`config.mk`:
```
export PLATFORM = sky130hd
export DESIGN_NAME = lpSharerList
export DESIGN_NICKNAME = d
export VERILOG_FILES = /design/src/rtl/lpShrPkg.sv /design/src/rtl/lpShrCtrl.sv /design/src/rtl/lpShrData.sv /design/src/rtl/lpSharerList.sv
export SDC_FILE = /design/constraint.sdc
export NUM_CORES = 1
export LEC_CHECK = 0
export ABC_AREA = 1
export BUFFER_PORTS_ARGS = -buffer_cell sky130_fd_sc_hd__clkbuf_2
export CAP_MARGIN = 0
export CORE_MARGIN = 2
export CORE_UTILIZATION = 53
export CTS_CLUSTER_DIAMETER = 120
export DETAILED_ROUTE_END_ITERATION = 10
export MAX_ROUTING_LAYER = met4
export PLACE_DENSITY = 0.87
export SLEW_MARGIN = 30
export SYNTH_ARGS = -nofsm -noshare
export SYNTH_HDL_FRONTEND = slang
export SYNTH_SLANG_ARGS = --single-unit
```
`constraint.sdc`:
```
create_clock -name clk -period 1.49 [get_ports clk]
set_input_delay 0.0745 -clock clk [delete_from_list [all_inputs] [get_ports clk]]
set_output_delay 0.0745 -clock clk [all_outputs]
set_load 0.005 [all_outputs]
```
`src/rtl/lpShrPkg.sv`:
```
package lpShrPkg;

  typedef enum logic [1:0] {
    MODE_PTR    = 2'd0,
    MODE_BCAST  = 2'd1,
    MODE_COARSE = 2'd2
  } modeT;

  typedef enum logic [1:0] {
    POL_BCAST  = 2'd0,
    POL_EVICT  = 2'd1,
    POL_COARSE = 2'd2,
    POL_SPARE  = 2'd3
  } policyT;

  // strobes from the control to the datapath, at most one active per cycle
  typedef struct packed {
    logic clear;      // drop every pointer and coarse bit
    logic fill;       // write new id into the first free slot
    logic evict;      // overwrite the round-robin slot, report its old id
    logic fold;       // build coarse vector from pointers plus new id
    logic markGroup;  // set the group bit of the new id
  } stepT;

endpackage

```
`src/rtl/lpShrCtrl.sv`:
```
module lpShrCtrl
  import lpShrPkg::*;
(
  input  logic       clk,
  input  logic       rstN,
  input  logic       addValid,
  input  logic       clearAll,
  input  logic [1:0] policySel,
  input  logic       hit,
  input  logic       full,
  output stepT       step,
  output modeT       mode
);

  modeT   modeNext;
  policyT policy;

  assign policy = policyT'(policySel);

  always_comb begin
    step     = '0;
    modeNext = mode;
    if (clearAll) begin
      step.clear = 1'b1;
      modeNext   = MODE_PTR;
    end else if (addValid) begin
      unique case (mode)
        MODE_PTR: begin
          if (hit) begin
            step = '0;
          end else if (!full) begin
            step.fill = 1'b1;
          end else begin
            unique case (policy)
              POL_EVICT: step.evict = 1'b1;
              POL_COARSE: begin
                step.fold = 1'b1;
                modeNext  = MODE_COARSE;
              end
              default: modeNext = MODE_BCAST;
            endcase
          end
        end
        MODE_COARSE: step.markGroup = 1'b1;
        default:     step = '0;
      endcase
    end
  end

  always_ff @(posedge clk) begin
    if (!rstN) mode <= MODE_PTR;
    else       mode <= modeNext;
  end

  // only one datapath action per cycle
  assert_one_step_R5: assert property (@(posedge clk) disable iff (!rstN)
    $onehot0({step.clear, step.fill, step.evict, step.fold, step.markGroup}));

  // clear always lands in pointer form
  assert_clear_to_ptr_R8: assert property (@(posedge clk) disable iff (!rstN)
    clearAll |=> (mode == MODE_PTR));

  // broadcast form is held until a clear
  assert_bcast_sticky_R4: assert property (@(posedge clk) disable iff (!rstN)
    (mode == MODE_BCAST && !clearAll) |=> (mode == MODE_BCAST));

  // displacement policy never leaves pointer form
  assert_evict_stays_ptr_R5: assert property (@(posedge clk) disable iff (!rstN)
    (mode == MODE_PTR && policy == POL_EVICT) |=> (mode == MODE_PTR));

endmodule

```
`src/rtl/lpShrData.sv`:
```
module lpShrData
  import lpShrPkg::*;
#(
  parameter int NODES = 16,
  parameter int PTRS  = 3,
  parameter int GROUP = 4,
  localparam int IDW    = $clog2(NODES),
  localparam int GROUPS = NODES / GROUP,
  localparam int GW     = (GROUPS > 1) ? $clog2(GROUPS) : 1,
  localparam int GSH    = $clog2(GROUP),
  localparam int SLW    = (PTRS > 1) ? $clog2(PTRS) : 1
)(
  input  logic             clk,
  input  logic             rstN,
  input  stepT             step,
  input  modeT             mode,
  input  logic             addValid,
  input  logic [IDW-1:0]   addNode,
  input  logic             queryValid,
  input  logic [IDW-1:0]   queryNode,
  output logic             hit,
  output logic             full,
  output logic             invValid,
  output logic [NODES-1:0] invMask,
  output logic             victimValid,
  output logic [IDW-1:0]   victimNode
);

  logic [PTRS-1:0][IDW-1:0] ptrId;
  logic [PTRS-1:0]          ptrVld;
  logic [SLW-1:0]           rrIdx;
  logic [SLW-1:0]           freeIdx;
  logic [GROUPS-1:0]        coarseVec;
  logic [GROUPS-1:0]        foldVec;
  logic [PTRS-1:0]          slotHit;
  logic [NODES-1:0]         ptrMask;
  logic [NODES-1:0]         coarseMask;
  logic [NODES-1:0]         rawMask;
  logic [NODES-1:0]         selfHot;

  function automatic logic [GW-1:0] groupOf(input logic [IDW-1:0] id);
    logic [IDW-1:0] sh;
    sh = id >> GSH;
    return sh[GW-1:0];
  endfunction

  // per-slot compare
  for (genvar i = 0; i < PTRS; i++) begin : gSlot
    assign slotHit[i] = ptrVld[i] && (ptrId[i] == addNode);
  end

  assign hit  = |slotHit;
  assign full = &ptrVld;

  always_comb begin
    freeIdx = '0;
    for (int i = PTRS - 1; i >= 0; i--) begin
      if (!ptrVld[i]) freeIdx = SLW'(i);
    end
  end

  // pointers folded into group bits, new id included
  always_comb begin
    foldVec = '0;
    for (int i = 0; i < PTRS; i++) begin
      if (ptrVld[i]) foldVec[groupOf(ptrId[i])] = 1'b1;
    end
    foldVec[groupOf(addNode)] = 1'b1;
  end

  always_ff @(posedge clk) begin
    if (!rstN) begin
      ptrId       <= '0;
      ptrVld      <= '0;
      rrIdx       <= '0;
      coarseVec   <= '0;
      victimValid <= 1'b0;
      victimNode  <= '0;
    end else begin
      victimValid <= 1'b0;
      if (step.clear) begin
        ptrVld    <= '0;
        rrIdx     <= '0;
        coarseVec <= '0;
      end
      if (step.fill) begin
        ptrId[freeIdx]  <= addNode;
        ptrVld[freeIdx] <= 1'b1;
      end
      if (step.evict) begin
        victimValid   <= 1'b1;
        victimNode    <= ptrId[rrIdx];
        ptrId[rrIdx]  <= addNode;
        rrIdx         <= (rrIdx == SLW'(PTRS - 1)) ? '0 : rrIdx + 1'b1;
      end
      if (step.fold) begin
        coarseVec <= foldVec;
      end
      if (step.markGroup) begin
        coarseVec[groupOf(addNode)] <= 1'b1;
      end
    end
  end

  // mask sources
  always_comb begin
    ptrMask = '0;
    for (int i = 0; i < PTRS; i++) begin
      if (ptrVld[i]) ptrMask[ptrId[i]] = 1'b1;
    end
  end

  for (genvar g = 0; g < GROUPS; g++) begin : gGroup
    assign coarseMask[g*GROUP +: GROUP] = {GROUP{coarseVec[g]}};
  end

  always_comb begin
    unique case (mode)
      MODE_BCAST:  rawMask = '1;
      MODE_COARSE: rawMask = coarseMask;
      default:     rawMask = ptrMask;
    endcase
  end

  assign selfHot = NODES'(1) << queryNode;

  always_ff @(posedge clk) begin
    if (!rstN) begin
      invValid <= 1'b0;
      invMask  <= '0;
    end else begin
      invValid <= queryValid;
      invMask  <= queryValid ? (rawMask & ~selfHot) : '0;
    end
  end

  // writer never appears among its own targets
  assert_no_self_R7: assert property (@(posedge clk) disable iff (!rstN)
    invValid |-> !invMask[$past(queryNode)]);

  // duplicate add in pointer form leaves the slots untouched
  assert_dup_stable_R3: assert property (@(posedge clk) disable iff (!rstN)
    (addValid && hit && mode == MODE_PTR && !step.clear) |=>
      ($stable(ptrVld) && $stable(ptrId)));

  // a victim is only reported after an add into a full entry
  assert_victim_full_R5: assert property (@(posedge clk) disable iff (!rstN)
    victimValid |-> ($past(full) && $past(addValid) && !$past(hit)));

  // pointer slots only vanish through a clear
  assert_slots_keep_R2: assert property (@(posedge clk) disable iff (!rstN)
    !step.clear |=> ($countones(ptrVld) >= $countones($past(ptrVld))));

endmodule

```
`src/rtl/lpSharerList.sv`:
```
module lpSharerList
  import lpShrPkg::*;
#(
  parameter int NODES = 16,
  parameter int PTRS  = 3,
  parameter int GROUP = 4,
  localparam int IDW  = $clog2(NODES)
)(
  input  logic             clk,
  input  logic             rstN,
  input  logic [1:0]       policySel,
  input  logic             addValid,
  input  logic [IDW-1:0]   addNode,
  input  logic             clearAll,
  input  logic             queryValid,
  input  logic [IDW-1:0]   queryNode,
  output logic             invValid,
  output logic [NODES-1:0] invMask,
  output logic             victimValid,
  output logic [IDW-1:0]   victimNode
);

  stepT step;
  modeT mode;
  logic hit;
  logic full;

  lpShrCtrl uCtrl (
    .clk       (clk),
    .rstN      (rstN),
    .addValid  (addValid),
    .clearAll  (clearAll),
    .policySel (policySel),
    .hit       (hit),
    .full      (full),
    .step      (step),
    .mode      (mode)
  );

  lpShrData #(
    .NODES (NODES),
    .PTRS  (PTRS),
    .GROUP (GROUP)
  ) uData (
    .clk         (clk),
    .rstN        (rstN),
    .step        (step),
    .mode        (mode),
    .addValid    (addValid),
    .addNode     (addNode),
    .queryValid  (queryValid),
    .queryNode   (queryNode),
    .hit         (hit),
    .full        (full),
    .invValid    (invValid),
    .invMask     (invMask),
    .victimValid (victimValid),
    .victimNode  (victimNode)
  );

endmodule

```
==> qor.txt <==
Final Net Count - 513
Synth area leader - dfxtp_1
CTS tree - built
crit-path max FO - 8
input/output buffers - 36
Mapped Area - 2920 µm²
GRT Total Usage - 31.3%
largest net degree at the start of global routing - 17
area share of the largest cell type after synthesis - 30.8%
failing checks - negative setup slack
Pleak - 1.65 nW
final WL - 9.43 mm
fin crit share - 109%
total CTS buffers - 5
ant diodes - 0
mux cell area share after synthesis - 0%
Max-cap violations - 0
Slew HR - 76.2%
Fin. Hold Viols - 0
post-synthesis register bit count - 45
drt drc - 0
hold_ws - 0.0885 ns
# rows - 27
Root Buffer - clkbuf_8
CTS sink cnt - 45
IO Pins - 37
status - complete, but fails checks
Synth Area in Simple Gates - 40.0%
largest cells by area after synthesis - dfxtp_1 (31%), nand2_1 (12%), nor2_1 (9.3%)
ys flop type - dfxtp_1
Tmin final - 1.63 ns
H-tree Lvls - 2
worst hold path type - in -> reg
final number of setup-violating endpoints - 22
cell count after synthesis - 424
Critical Path End Type - flop
VDD IR-drop max - 0.000435 V
Core Box Area - 5410 µm²
Final Skew - 0.00960 ns
P&R area growth vs syn - 29.9%
Skew-Pair Late Insertion Delay - 0.31 ns
vias post-DR - 3395
EDFF count, synth - 0
post-synthesis cell type count - 38
worst slew pin tran - 0.356 ns
post-route ant nets - 0
RSZ-0062 raised after global routing - yes
Startpoint Class - flop
post-layout util - 70.2%
xor and xnor area share after synthesis - 1.20%
die outline height - 78.2 µm
count of yosys warnings during synthesis - 0
Critical-path top delay cell - dfxtp_4
Critical Path AT - 1.83 ns
CTS max path bufs - 2
post-synthesis sequential area ratio - 30.8%
Synth Area in Compound Gates - 16.3%
Slew Viols, Final - 0
DR pass1 iterations - 6
layout cells sized above 1 - 37.7%
vias in the first global route - 3163
PwrDens - 684 nW/µm²
pre-CTS setup slack - -0.189 ns
syn nets - 442
Mapped Avg Cell Area - 6.89 µm²
DRT iter0 DRCs - 411
critical path's top delay family - simple AND/OR/NAND/NOR gates
die width - 78.2 µm
kind of critical path - reg -> reg
critical path, cell by cell - inv_2 > nor3_4 > nand3_4 > nor2_8 > nand4_4 > a21oi_2 > nor2_1
worst path bufs/invs - 1
Vias/cell - 5.98
Routability Congestion - 0.941
wire length of the first global-routing pass - 14.8 mm
slowest stage delay, CP - 0.36 ns
Post-synth ARST share - 0%
Worst Path Required - 1.69 ns
Post-Synth Adder-Cell Area - 1.28%
Initial Util - 54.1%
grt ovf - 0
Detail Placement HPWL - 6.62 mm
post-cts hold buffer count - 0
CTS clk-pin slew, worst paths - 0.09 ns
largest family of logic cells by synthesized area - simple AND/OR/NAND/NOR gates
initial antenna violation count - 0
WL/cell - 16.6 µm
f_max - 0.614 GHz
full die area - 6120 µm²
final worst slack - -0.140 ns
==> report_power, final <==
group	switching (W)	internal, W
clock	0.000433	0.000547
sequential	0.0000163	0.00122
combinational	0.000248	0.000131
total	0.000697	0.00190
==> worst register-to-register path: cells and delay by family, from the launching register on <==
family | cells | cell delay, ns
buffers and inverters | 1 | 0.05
DFF | 1 | 0.36
and+or+nand+nor | 5 | 0.89
AOI/OAI and AO/OA | 1 | 0.22
==> cell families after synthesis <==
kind of cell | Yosys count
buffers and inverters | 66
DFF | 45
and+or+nand+nor | 230
adders and majority gates | 3
AOI/OAI and AO/OA | 76
xor gates and xnor gates | 4
==> final cells by class <==
type / instances / area, µm²
Timing Repair Buffer: 81 / 538
Multi-Input combinational cell: 313 / 1940
Clock buffer: 7 / 86.3
Inverter: 49 / 194
Fill cell: 417 / 1610
Sequential cell: 45 / 916
Clock inverter: 1 / 30.0
Tap cell: 72 / 90.1
==> placed cells by master (no fill, tap or decap), drive strengths merged, types with 3 or more instances in the layout <==
cell type / n
a21oi: 33
buf: 45
clkbuf: 43
dfxtp: 45
ha: 3
inv: 49
nand2: 98
nand3: 39
nand4: 4
nor2: 78
nor3: 7
nor4: 4
o2111ai: 3
o21ai: 17
o221ai: 14
o22ai: 3
xnor2: 4
==> final timing paths <==
check,startpoint,endpoint,slack (ns),depth (start not counted)
worst max-delay path,uData.ptrVld[0],uData.ptrId[2],-0.14,7
worst min-delay path,rstN,uData.ptrId[11],0.09,3
worst max register to register,uData.ptrVld[0],uData.ptrId[2],-0.14,7
worst min register to register,uData.victimNode[3],uData.victimNode[3],0.48,2
==> per-layer routing <==
| layer | routed length (µm) | GRT usage [%] | vias up |
|---|---|---|---|
| met5 | 0 | - | - |
| met4 | 404 | 16.0 | 0 |
| met3 | 923 | 5.86 | 53 |
| met2 | 4690 | 51.7 | 238 |
| met1 | 3410 | 36.6 | 1560 |
| li1 | - | - | 1544 |
==> cells in the mapped netlist (3+ instances only) <==
cell type / count
o221ai_1: 14
ha_1: 3
o22ai_1: 3
nor3_1: 6
clkbuf_1: 6
nor2_1: 72
o2111ai_1: 3
nand2_2: 3
a21oi_1: 32
nand3_4: 3
xnor2_1: 4
dfxtp_1: 45
nand3_2: 5
nand2_1: 93
nor2_8: 3
inv_2: 6
o21ai_0: 17
buf_6: 3
inv_1: 42
buf_2: 4
nor4_1: 4
nand4_4: 4
nand3_1: 31
==> registers in the layout (all words and copies together), names as in the netlist <==
| signal | flops |
|---|---|
| uData.ptrVld | 3 |
| uData.ptrId | 12 |
| uCtrl.mode | 2 |
| uData.rrIdx | 2 |
| uData.victimNode | 4 |
| uData.invMask | 16 |
| uData.invValid | 1 |
| uData.coarseVec | 4 |
| uData.victimValid | 1 |
==> repair_timing <==
item	in CTS	in global routing
endpoints found under the setup margin	25	35
resized for setup	18	56
buffers inserted	7	2
pin swaps	13	19
==> through the flow <==
stage	setup TNS (ns)	cells	power, W	cell area, µm²
floorplan	-0.00122	424	0.00147	2930
global placement	-0.965	551	0.00158	3350
detailed placement	-2.71	551	0.00159	3350
CTS	-0.548	566	0.00256	3590
global route	-3.71	568	0.00266	3790
finish	-1.50	568	0.00259	3790
Power figures use the tool's default switching activity.
